--- src/rtl/wbuf_pkg.sv ---
package wbuf_pkg;
    // Read-miss handling phase
    typedef enum logic [1:0] {
        RD_IDLE  = 2'd0,   // ready to accept a read miss
        RD_ISSUE = 2'd1,   // unmatched read waiting for the memory port
        RD_WAIT  = 2'd2    // read accepted by memory, waiting for data
    } rd_state_e;
endpackage

--- src/rtl/wbuf_fifo.sv ---
// Circular store queue. Entries are exposed oldest-first so that the
// search logic can give priority to the youngest matching entry.
module wbuf_fifo #(
    parameter int unsigned AW    = 16,
    parameter int unsigned DW    = 32,
    parameter int unsigned DEPTH = 4
) (
    input  logic          clk,
    input  logic          rst_n,
    input  logic          push,
    input  logic [AW-1:0] push_addr,
    input  logic [DW-1:0] push_data,
    input  logic          pop,
    output logic          full,
    output logic          empty,
    output logic          ord_vld  [DEPTH],
    output logic [AW-1:0] ord_addr [DEPTH],
    output logic [DW-1:0] ord_data [DEPTH]
);
    localparam int unsigned PW = (DEPTH > 1) ? $clog2(DEPTH) : 1;
    localparam int unsigned CW = $clog2(DEPTH + 1);

    typedef struct packed {
        logic [PW-1:0]                head;
        logic [CW-1:0]                cnt;
        logic [DEPTH-1:0][AW-1:0]     addr;
        logic [DEPTH-1:0][DW-1:0]     data;
    } fifo_st_t;

    fifo_st_t st_q, st_d;

    function automatic logic [PW-1:0] slot(input int unsigned base, input int unsigned off);
        int unsigned s;
        s = (base + off) % DEPTH;
        return s[PW-1:0];
    endfunction

    logic [PW-1:0] tail;
    assign tail  = slot(int'(st_q.head), int'(st_q.cnt));
    assign full  = (st_q.cnt == CW'(DEPTH));
    assign empty = (st_q.cnt == '0);

    always_comb begin
        st_d = st_q;
        if (push) begin
            st_d.addr[tail] = push_addr;
            st_d.data[tail] = push_data;
        end
        if (pop) begin
            st_d.head = slot(int'(st_q.head), 1);
        end
        case ({push, pop})
            2'b10:   st_d.cnt = st_q.cnt + CW'(1);
            2'b01:   st_d.cnt = st_q.cnt - CW'(1);
            default: st_d.cnt = st_q.cnt;
        endcase
    end

    always_ff @(posedge clk or negedge rst_n) begin
        if (!rst_n) begin
            st_q <= '0;
        end else begin
            st_q <= st_d;
        end
    end

    // Age-ordered view: position 0 is the oldest pending store
    for (genvar i = 0; i < DEPTH; i++) begin : g_ord
        logic [PW-1:0] idx;
        assign idx         = slot(int'(st_q.head), i);
        assign ord_addr[i] = st_q.addr[idx];
        assign ord_data[i] = st_q.data[idx];
        assign ord_vld[i]  = (CW'(i) < st_q.cnt);
    end
endmodule

--- src/rtl/wbuf_match.sv ---
// Parallel address compare over all pending stores; a later (younger)
// entry overrides an earlier match.
module wbuf_match #(
    parameter int unsigned AW    = 16,
    parameter int unsigned DW    = 32,
    parameter int unsigned DEPTH = 4
) (
    input  logic          ord_vld  [DEPTH],
    input  logic [AW-1:0] ord_addr [DEPTH],
    input  logic [DW-1:0] ord_data [DEPTH],
    input  logic [AW-1:0] q_addr,
    output logic          hit,
    output logic [DW-1:0] hit_data
);
    logic          hit_c [DEPTH+1];
    logic [DW-1:0] dat_c [DEPTH+1];

    assign hit_c[0] = 1'b0;
    assign dat_c[0] = '0;

    for (genvar i = 0; i < DEPTH; i++) begin : g_cmp
        logic m;
        assign m            = ord_vld[i] && (ord_addr[i] == q_addr);
        assign hit_c[i+1]   = hit_c[i] | m;
        assign dat_c[i+1]   = m ? ord_data[i] : dat_c[i];
    end

    assign hit      = hit_c[DEPTH];
    assign hit_data = dat_c[DEPTH];
endmodule

--- src/rtl/wbuf_port.sv ---
// Read-miss sequencing and memory-port arbitration between an unmatched
// read and the queue drain.
module wbuf_port
    import wbuf_pkg::*;
#(
    parameter int unsigned AW = 16,
    parameter int unsigned DW = 32
) (
    input  logic          clk,
    input  logic          rst_n,
    input  logic          hold_rd_empty,
    input  logic          rd_valid,
    input  logic [AW-1:0] rd_addr,
    output logic          rd_ready,
    input  logic          hit,
    input  logic [DW-1:0] hit_data,
    input  logic          q_empty,
    input  logic [AW-1:0] head_addr,
    input  logic [DW-1:0] head_data,
    output logic          pop,
    output logic          rsp_valid,
    output logic [DW-1:0] rsp_data,
    output logic          mem_valid,
    input  logic          mem_ready,
    output logic          mem_we,
    output logic [AW-1:0] mem_addr,
    output logic [DW-1:0] mem_wdata,
    input  logic          mem_rvalid,
    input  logic [DW-1:0] mem_rdata
);
    typedef struct packed {
        rd_state_e     rs;
        logic [AW-1:0] raddr;
        logic          lock_wr;   // drain presented, not yet accepted
        logic          lock_rd;   // read presented, not yet accepted
        logic          rsp_v;
        logic [DW-1:0] rsp_d;
    } port_st_t;

    port_st_t st_q, st_d;
    logic read_go, drain_go;

    always_comb begin
        st_d       = st_q;
        st_d.rsp_v = 1'b0;

        read_go  = (st_q.rs == RD_ISSUE) &&
                   (st_q.lock_rd || (!st_q.lock_wr && !(hold_rd_empty && !q_empty)));
        drain_go = !q_empty && (st_q.rs != RD_WAIT) && !read_go;

        mem_valid = read_go || drain_go;
        mem_we    = drain_go;
        mem_addr  = read_go ? st_q.raddr : head_addr;
        mem_wdata = drain_go ? head_data : '0;
        pop       = drain_go && mem_ready;

        st_d.lock_wr = drain_go && !mem_ready;
        st_d.lock_rd = read_go && !mem_ready;

        unique case (st_q.rs)
            RD_IDLE: begin
                if (rd_valid) begin
                    if (hit) begin
                        st_d.rsp_v = 1'b1;
                        st_d.rsp_d = hit_data;
                    end else begin
                        st_d.rs    = RD_ISSUE;
                        st_d.raddr = rd_addr;
                    end
                end
            end
            RD_ISSUE: begin
                if (read_go && mem_ready) begin
                    st_d.rs = RD_WAIT;
                end
            end
            RD_WAIT: begin
                if (mem_rvalid) begin
                    st_d.rsp_v = 1'b1;
                    st_d.rsp_d = mem_rdata;
                    st_d.rs    = RD_IDLE;
                end
            end
            default: st_d.rs = RD_IDLE;
        endcase
    end

    assign rd_ready  = (st_q.rs == RD_IDLE);
    assign rsp_valid = st_q.rsp_v;
    assign rsp_data  = st_q.rsp_d;

    always_ff @(posedge clk or negedge rst_n) begin
        if (!rst_n) begin
            st_q    <= '0;
            st_q.rs <= RD_IDLE;
        end else begin
            st_q <= st_d;
        end
    end
endmodule

--- src/rtl/wbuf_fwd.sv ---
module wbuf_fwd #(
    parameter int unsigned ADDR_W = 16,
    parameter int unsigned DATA_W = 32,
    parameter int unsigned DEPTH  = 4
) (
    input  logic              clk,
    input  logic              rst_n,
    input  logic              hold_rd_empty,
    input  logic              st_valid,
    output logic              st_ready,
    input  logic [ADDR_W-1:0] st_addr,
    input  logic [DATA_W-1:0] st_data,
    input  logic              rd_valid,
    output logic              rd_ready,
    input  logic [ADDR_W-1:0] rd_addr,
    output logic              rsp_valid,
    output logic [DATA_W-1:0] rsp_data,
    output logic              mem_valid,
    input  logic              mem_ready,
    output logic              mem_we,
    output logic [ADDR_W-1:0] mem_addr,
    output logic [DATA_W-1:0] mem_wdata,
    input  logic              mem_rvalid,
    input  logic [DATA_W-1:0] mem_rdata
);
    logic              full, empty, push, pop, hit;
    logic [DATA_W-1:0] hit_data;
    logic              ord_vld  [DEPTH];
    logic [ADDR_W-1:0] ord_addr [DEPTH];
    logic [DATA_W-1:0] ord_data [DEPTH];

    assign st_ready = !full;
    assign push     = st_valid && !full;

    wbuf_fifo #(.AW(ADDR_W), .DW(DATA_W), .DEPTH(DEPTH)) u_fifo (
        .clk       (clk),
        .rst_n     (rst_n),
        .push      (push),
        .push_addr (st_addr),
        .push_data (st_data),
        .pop       (pop),
        .full      (full),
        .empty     (empty),
        .ord_vld   (ord_vld),
        .ord_addr  (ord_addr),
        .ord_data  (ord_data)
    );

    wbuf_match #(.AW(ADDR_W), .DW(DATA_W), .DEPTH(DEPTH)) u_match (
        .ord_vld   (ord_vld),
        .ord_addr  (ord_addr),
        .ord_data  (ord_data),
        .q_addr    (rd_addr),
        .hit       (hit),
        .hit_data  (hit_data)
    );

    wbuf_port #(.AW(ADDR_W), .DW(DATA_W)) u_port (
        .clk           (clk),
        .rst_n         (rst_n),
        .hold_rd_empty (hold_rd_empty),
        .rd_valid      (rd_valid),
        .rd_addr       (rd_addr),
        .rd_ready      (rd_ready),
        .hit           (hit),
        .hit_data      (hit_data),
        .q_empty       (empty),
        .head_addr     (ord_addr[0]),
        .head_data     (ord_data[0]),
        .pop           (pop),
        .rsp_valid     (rsp_valid),
        .rsp_data      (rsp_data),
        .mem_valid     (mem_valid),
        .mem_ready     (mem_ready),
        .mem_we        (mem_we),
        .mem_addr      (mem_addr),
        .mem_wdata     (mem_wdata),
        .mem_rvalid    (mem_rvalid),
        .mem_rdata     (mem_rdata)
    );
endmodule

--- config.mk ---
export PLATFORM = sky130hd
export DESIGN_NAME = wbuf_fwd
export DESIGN_NICKNAME = d
export VERILOG_FILES = /design/src/rtl/wbuf_pkg.sv /design/src/rtl/wbuf_fifo.sv /design/src/rtl/wbuf_match.sv /design/src/rtl/wbuf_port.sv /design/src/rtl/wbuf_fwd.sv
export SDC_FILE = /design/constraint.sdc
export NUM_CORES = 1
export LEC_CHECK = 0
export ABC_AREA = 0
export CAP_MARGIN = 10
export CORE_MARGIN = 4
export CORE_UTILIZATION = 31
export CTS_BUF_LIST = sky130_fd_sc_hd__clkbuf_8
export DETAILED_ROUTE_END_ITERATION = 10
export DONT_BUFFER_PORTS = 1
export GPL_TIMING_DRIVEN = 0
export MAX_ROUTING_LAYER = met4
export PLACE_DENSITY_LB_ADDON = 0.08
export SETUP_SLACK_MARGIN = 0.4
export SLEW_MARGIN = 0
export SYNTH_ARGS = -nofsm -noshare
export SYNTH_HDL_FRONTEND = slang
export SYNTH_SLANG_ARGS = --single-unit
--- constraint.sdc ---
create_clock -name clk -period 3.8 [get_ports clk]
set_clock_uncertainty 0.15 [all_clocks]
set_input_delay 0.57 -clock clk [delete_from_list [all_inputs] [get_ports clk]]
set_output_delay 0.57 -clock clk [all_outputs]
set_load 0.005 [all_outputs]
== Word level (Yosys, flattened, before mapping) ==
Cells that the tools add are included.

* Register bits after elaboration: 250
* Bits in latches: 0
* RAM bits: 0
* ROM bits: 0
* Output and inout bits: 85
* Word-level logic and storage cells: 119
* Memories kept: 0

* Add/subtract/negate cells: 6
* Multipliers: 0
* Divide/modulo/power cells: 0
* Order comparisons: 10
* Eq/ne operators: 15
* Shifts and indexed selects: 0
* Mux-type cells: 38
* Bitwise gates (word level): 4
* Reductions and logical operators: 30

{| class="wikitable"
|+ Operators with widths
! kind !! count
|-
| $mux 32 || 10
|-
| $bmux 32 s2 || 4
|-
| $bmux 16 s2 || 4
|-
| $bwmux 128 || 1
|-
| $mux 33 || 3
|-
| $mux 16 || 6
|-
| $pmux 33 s2 || 1
|-
| $bwmux 64 || 1
|-
| $demux 32 s2 || 1
|-
| $eq 16x16->1 || 4
|-
| $mux 18 || 2
|-
| $demux 16 s2 || 1
|-
| $logic_and 1x1->1 || 15
|-
| $lt 2x3->1 const B || 5
|-
| $ne 2x2->1 const B || 5
|-
| $reduce_and 4->1 || 2
|-
| $logic_not 1->1 || 6
|-
| $lt 1x3->1 const A || 2
|-
| $lt 2x3->1 const A || 2
|-
| $pmux 2 s3 || 1
|-
| $pmux 3 s2 || 1
|-
| $add 2x2->2 const B || 2
|-
| $eq 2x1->1 const B || 2
|-
| $eq 2x2->1 const B || 2
|-
| other kinds (15) || 20
|}

== Longest topological paths before layout ==
* Depth after elaboration: 12
* Depth in mapped cells: 15

== Modules after synthesis ==
A second synthesis with hierarchy kept.

* Cell total of the unflattened synthesis: 1208
* Area total of the unflattened synthesis: 16834.9 µm²

{| class="wikitable"
|+ Modules (own cells, without submodules)
! module !! instances !! cells an instance !! area an instance (µm²) !! seq. area each (µm²)
|-
| wbuf_fifo || 1 || 675 || 12075.3 || 4929.7
|-
| wbuf_port || 1 || 255 || 2975.4 || 1326.3
|-
| wbuf_match || 1 || 276 || 1774.2 || 0.0
|-
| wbuf_fwd || 1 || 2 || 10.0 || 0.0
|}

== Least setup slack after synthesis ==
OpenSTA, ideal clock, no wires.

* Path kind: reg2out
* From: register u_fifo.st_q[195] (netlist name)
* To: output mem_addr[10]
* Arrival: 2.601 ns
* Setup slack: 0.479 ns
* Cell stages (with the launch flop): 11
* Buffers on the path: 8
* Path through: dfrtp_1 -> buf_6 -> buf_2 -> buf_2 -> buf_2 -> buf_1 -> clkbuf_1 -> clkbuf_1 -> clkbuf_1 -> o21ai_0 -> a21oi_1

* Cells in the longest elaborated chain, start to end: 3

{| class="wikitable"
|+ Ends and longest elaborated chain
! what !! line !! text
|-
| start, declared || wbuf_fifo.sv:30 || <nowiki>fifo_st_t st_q, st_d;</nowiki>
|-
| start signal, assigned || wbuf_fifo.sv:63 || <nowiki>st_q <= st_d;</nowiki>
|-
| $bmux 16 s2 || wbuf_fifo.sv:71 || <nowiki>assign ord_addr[i] = st_q.addr[idx];</nowiki>
|-
| $mux 16 (implied by the code) || wbuf_fifo.sv:71 ||
|-
| $mux 16 || wbuf_port.sv:53 || <nowiki>mem_addr = read_go ? st_q.raddr : head_addr;</nowiki>
|-
| end, declared || wbuf_fwd.sv:21 || <nowiki>output logic [ADDR_W-1:0] mem_addr,</nowiki>
|}

Every way passes these cells. The select of a mux whose other input is x is not followed.

== Worst setup path after layout ==
* From: register u_fifo.st_q[196] (netlist name)
* To: register u_port.st_q, in the netlist u_port.rsp_data[31]

* Cells in the longest elaborated chain, start to end: 11

{| class="wikitable"
|+ Ends and longest elaborated chain
! what !! line !! text
|-
| $add 2x1->2 / $bmux 16 s2 (equally long branches) || wbuf_fifo.sv:34, wbuf_fifo.sv:71 ||
|-
| $bmux 16 s2 / $mux 16 (equally long branches) || wbuf_fifo.sv:71 ||
|-
| $mux 16 (implied by the code) / $eq 16x16->1 (equally long branches) || wbuf_fifo.sv:71, wbuf_match.sv:23 ||
|-
| $eq 16x16->1 / $logic_and 1x1->1 (equally long branches) || wbuf_match.sv:23 || <nowiki>assign m = ord_vld[i] && (ord_addr[i] == q_addr);</nowiki>
|-
| $logic_and 1x1->1 / $mux 32 (equally long branches) || wbuf_match.sv:23, wbuf_match.sv:25 ||
|-
| $mux 32 (3 in a row) || wbuf_match.sv:25 || <nowiki>assign dat_c[i+1] = m ? ord_data[i] : dat_c[i];</nowiki>
|-
| $mux 33 || wbuf_port.sv:63 || <nowiki>if (hit) begin</nowiki>
|-
| $mux 33 || wbuf_port.sv:62 || <nowiki>if (rd_valid) begin</nowiki>
|-
| $pmux 33 s2 || wbuf_port.sv:60 || <nowiki>unique case (st_q.rs)</nowiki>
|-
| end signal, assigned || wbuf_port.sv:97 || <nowiki>st_q <= st_d;</nowiki>
|-
| end, declared || wbuf_port.sv:40 || <nowiki>port_st_t st_q, st_d;</nowiki>
|}

Parallel ways exist; a longest one is shown, timed or not. The select of a mux whose other input is x is not followed.
A chain may end at the register's enable or synchronous reset.

==> impl_metrics.toml <==
[critical_path]
critical-path-slowest-cell = "sky130_fd_sc_hd__a2111oi_4"
cp-startpoint = "u_fifo.st_q[196]$_DFFE_PN0P_"
cp.arrival_ns = 4.06
crit_path_frequent_cell = "sky130_fd_sc_hd__buf_12"
reg2reg_from = "u_fifo.st_q[196]$_DFFE_PN0P_"
number_of_buffer_and_inverter_instances_along_the_worst_setup_path = 6
crit_path_cells = "buf_8 -> buf_12 -> buf_12 -> buf_12 -> mux2i_2 -> xor2_1 -> nand4_1 -> a2111oi_4 -> o2111ai_4 -> buf_12 -> o2111a_2 -> o22a_4 -> clkbuf_16 -> a22oi_1 -> nand2_1"
slowest_delay_ns = 0.49
cp_top_family = "compound AO/OA/AOI/OAI gates"
worstSetupPathType = "flip-flop to flip-flop"
setup.worst_path.end_class = "flip-flop"
start_kind = "flip-flop"
crit_fanout = 7
required_ns = 4.14

[timing]
max-slew-margin-rel = 0.195
setup_viol = 0
timing.setup.tns_ns = 0
finalHoldWorstSlack_ns = -0.512
finalCriticalPeriod_ns = 3.71
rsz0062_at_grt = "true"
timing.final.max_slew_violations = 0
timing.final.crit_share = 0.977
worst_tran_pin_value_ns = 1.21
final_hold_viol_count = 250
fmax_mhz = 269

[synth]
ys_seq_elements = 250
synth_cell_type_count = 61
ys.warnings.count = 0
syn_nets = 1620
synth_area_leader_cell = "sky130_fd_sc_hd__dfrtp_1"
synth-async-reset-ratio = 1.00
synthFlopType = "sky130_fd_sc_hd__dfrtp_1"
mappedNetlistArea_sq_mm = 0.0161
synth_top_area_frac = 0.390
synth.yosys.seq_area_share = 0.390
synth-edff-count = 0
synthTopCellsByArea = "sky130_fd_sc_hd__dfrtp_1 39%, sky130_fd_sc_hd__mux2_2 20%, sky130_fd_sc_hd__mux2i_1 6.6%, sky130_fd_sc_hd__mux4_2 3.2%, sky130_fd_sc_hd__nor2_1 2.9%"
synth_cells = 1511
synth_area_per_cell_sq_um = 10.6

[grt]
grt_usage = 0.232
grt_first_pass_wirelength_mm = 94.5
antenna_found_initial = 4
number_of_global_route_vias_before_repair = 13600
maximum_number_of_pins_on_one_net_before_global_route_repair = 251
leftover_overflow_at_the_end_of_global_routing = 0

[clocking]
clk_root_buffer_cell = "sky130_fd_sc_hd__clkbuf_8"
cts_hold_buf = 82
clock_latency_of_the_later_clocked_register_in_the_worst_skew_pair_ns = 0.63
cts-root-to-sink-buffers = 3
cts_htree_levels = 2
tritoncts_num_sinks = 250
worst_setup_hold_path_clk_slew_ns = 0.06
clock_tree_from_tritoncts = "built"
tritoncts.num_buffers = 48

[drt]
detail_route.wirelength_mm = 65.9
post_drt_via_cell_ratio = 5.56
drt-wirelength-per-cell_microns = 27.2
drtPass1Iterations = 6
antenna_violating_nets_post_route = 0
detail_route.iter0.violations = 1101
routed_via_count = 13500
detail_route.drc_violations = 0

[pwr]
p_leak_uw = 0.00859
worst_ir_drop_vdd_v = 0.000439
power.density_cell_area_mw_per_mm2 = 1050

[die]
floorplan.core_area_sq_mm = 0.0513
core.rowCount = 83
die_w_microns = 236
ios = 188
floorplan.die_area_sq_mm = 0.0555
floorplan.die.height_microns = 236
initial_core_utilization = 0.313

[layout]
final_util = 0.412
final_layout_size_suffix_gt1_frac = 0.437
finish.net_count = 1809
fillerInstances = 5015
area_delta_synth_final_pct = 31.6

[placement]
io_buffer_count = 0
place_congestion = 0.891
place_hpwl_mm = 43.8

[worst_hold_path]
holdCritPathClass = "primary input to asynchronous set/reset pin"

[outcome]
outcome = "complete, but fails checks"
violations = "hold timing"

[run]
max-cap-violations = 0
stage by stage:
step / instance area, sq um / hold WS [ns] / setup slack [ns] / instances / total power (uW)
floorplan: 16100 / 0.124 / 0.479 / 1511 / 12900
global placement: 16900 / 0.134 / -1.32 / 2191 / 16300
detailed placement: 16900 / 0.134 / -1.31 / 2191 / 16400
CTS: 20300 / -0.582 / 0.147 / 2407 / 21200
global route: 21100 / -0.560 / 0.0839 / 2422 / 23300
finish: 21100 / -0.512 / 0.0858 / 2422 / 22100
final cells by class:
class | count | area, sq um | area share
multi-input combinational | 1093 | 9980 | 0.472
timing repair buffer | 139 | 1500 | 0.0712
tap | 680 | 851 | 0.0403
inverter | 10 | 42.5 | 0.00201
antenna | 4 | 10.0 | 0.000474
clock inverter | 26 | 136 | 0.00646
clock buffer | 62 | 853 | 0.0404
sequential | 250 | 6260 | 0.296
buffer | 158 | 1490 | 0.0704
timing repair:
item                                    4_1_cts  5_1_grt
buffers inserted                             40        6
resized for setup                           303      168
endpoints found under the hold margin       478      250
cloned                                        6        5
pin swaps                                    21       35
endpoints found under the setup margin      232      118
synthesized netlist by cell type, drive strengths merged, types with 13 or more instances:
cell / number
a211oi: 16
a22oi: 34
nand3: 33
o21ai: 77
mux2: 287
o221ai: 33
xnor2: 49
xor2: 27
or4: 18
a21oi: 76
mux4: 23
nor2: 127
buf: 96
nor2b: 13
dfrtp: 250
nand2: 91
nor4: 22
clkbuf: 62
mux2i: 109
cell usage in the layout, fill, tap and decap left out, types with 8 or more instances in the layout:
cell type,count
sky130_fd_sc_hd__nor2_4,8
sky130_fd_sc_hd__or4_4,11
sky130_fd_sc_hd__clkbuf_8,65
sky130_fd_sc_hd__nand2_1,86
sky130_fd_sc_hd__buf_8,8
sky130_fd_sc_hd__xor2_1,26
sky130_fd_sc_hd__nor4_2,9
sky130_fd_sc_hd__a21oi_1,69
sky130_fd_sc_hd__mux2_2,273
sky130_fd_sc_hd__clkbuf_2,19
sky130_fd_sc_hd__a22oi_1,9
sky130_fd_sc_hd__buf_4,72
sky130_fd_sc_hd__mux2i_2,25
sky130_fd_sc_hd__a22oi_2,25
sky130_fd_sc_hd__xnor2_1,43
sky130_fd_sc_hd__o21ai_1,21
sky130_fd_sc_hd__a211oi_2,9
sky130_fd_sc_hd__buf_6,16
sky130_fd_sc_hd__clkbuf_16,10
sky130_fd_sc_hd__mux2i_1,72
sky130_fd_sc_hd__o221ai_1,26
sky130_fd_sc_hd__nand3_1,20
sky130_fd_sc_hd__dlygate4sd3_1,82
sky130_fd_sc_hd__buf_1,11
sky130_fd_sc_hd__dfrtp_1,247
sky130_fd_sc_hd__nor2_2,18
sky130_fd_sc_hd__mux2i_4,12
sky130_fd_sc_hd__mux2_4,13
sky130_fd_sc_hd__nor2_1,101
sky130_fd_sc_hd__nor4_1,10
sky130_fd_sc_hd__inv_1,26
sky130_fd_sc_hd__nand3_2,9
sky130_fd_sc_hd__nand4_1,8
sky130_fd_sc_hd__mux4_2,23
sky130_fd_sc_hd__clkbuf_1,28
sky130_fd_sc_hd__o21ai_0,32
sky130_fd_sc_hd__nor2b_1,13
sky130_fd_sc_hd__o21ai_2,21
sky130_fd_sc_hd__buf_12,28
final timing paths:
| kind | cells past startpoint | endpoint | slack, ns |
|---|---|---|---|
| worst max-delay path | 15 | u_port.rsp_data[31]$_DFFE_PN0P_ | 0.09 |
| worst min-delay path | 0 | u_port.rsp_data[17]$_DFFE_PN0P_ | -0.51 |
| worst max register to register | 15 | u_port.rsp_data[31]$_DFFE_PN0P_ | 0.09 |
| worst min register to register | 2 | u_port.rsp_data[10]$_DFFE_PN0P_ | 0.34 |
| max in group asynchronous | 0 | u_port.st_q[50]$_DFFE_PN0P_ | 3.64 |
| min in group clk | 2 | u_port.st_q[41]$_DFFE_PN0P_ | 0.09 |
per-layer routing:
metal,part of all wire,GRT usage,vias to the layer above
li1,-,-,5899
met1,0.47,0.331,6921
met2,0.43,0.339,537
met3,0.075,0.0487,105
met4,0.025,0.0545,0
met5,0,-,-
report_power, final:
group | switching [uW] | internal [uW] | leakage [uW] | total [uW]
Sequential | 1220 | 4070 | 0.00299 | 5290
Clock | 1270 | 1520 | 0.000577 | 2790
Combinational | 7440 | 6580 | 0.00502 | 14000
Total | 9940 | 12200 | 0.00859 | 22100
state kept, by name (all words and copies together) (netlist names):
register,count
u_fifo.st_q,197
u_port.rsp_data,32
u_port.st_q,20
u_port.rsp_valid,1
kinds of logic (layout without fill, tap and decap cells):
kind of cell               count (synthesis)  after routing  synth area share
AOI/OAI and AO/OA                        260            260             0.108
muxes                                    419            419             0.303
other                                      0              4                 0
adders and majority gates                  6              6           0.00468
DFF                                      250            250             0.390
xor gates and xnor gates                  76             76            0.0415
buffers and inverters                    168            395            0.0574
and+or+nand+nor                          332            332            0.0964
No activity file was read; power rests on OpenSTA's default activity.
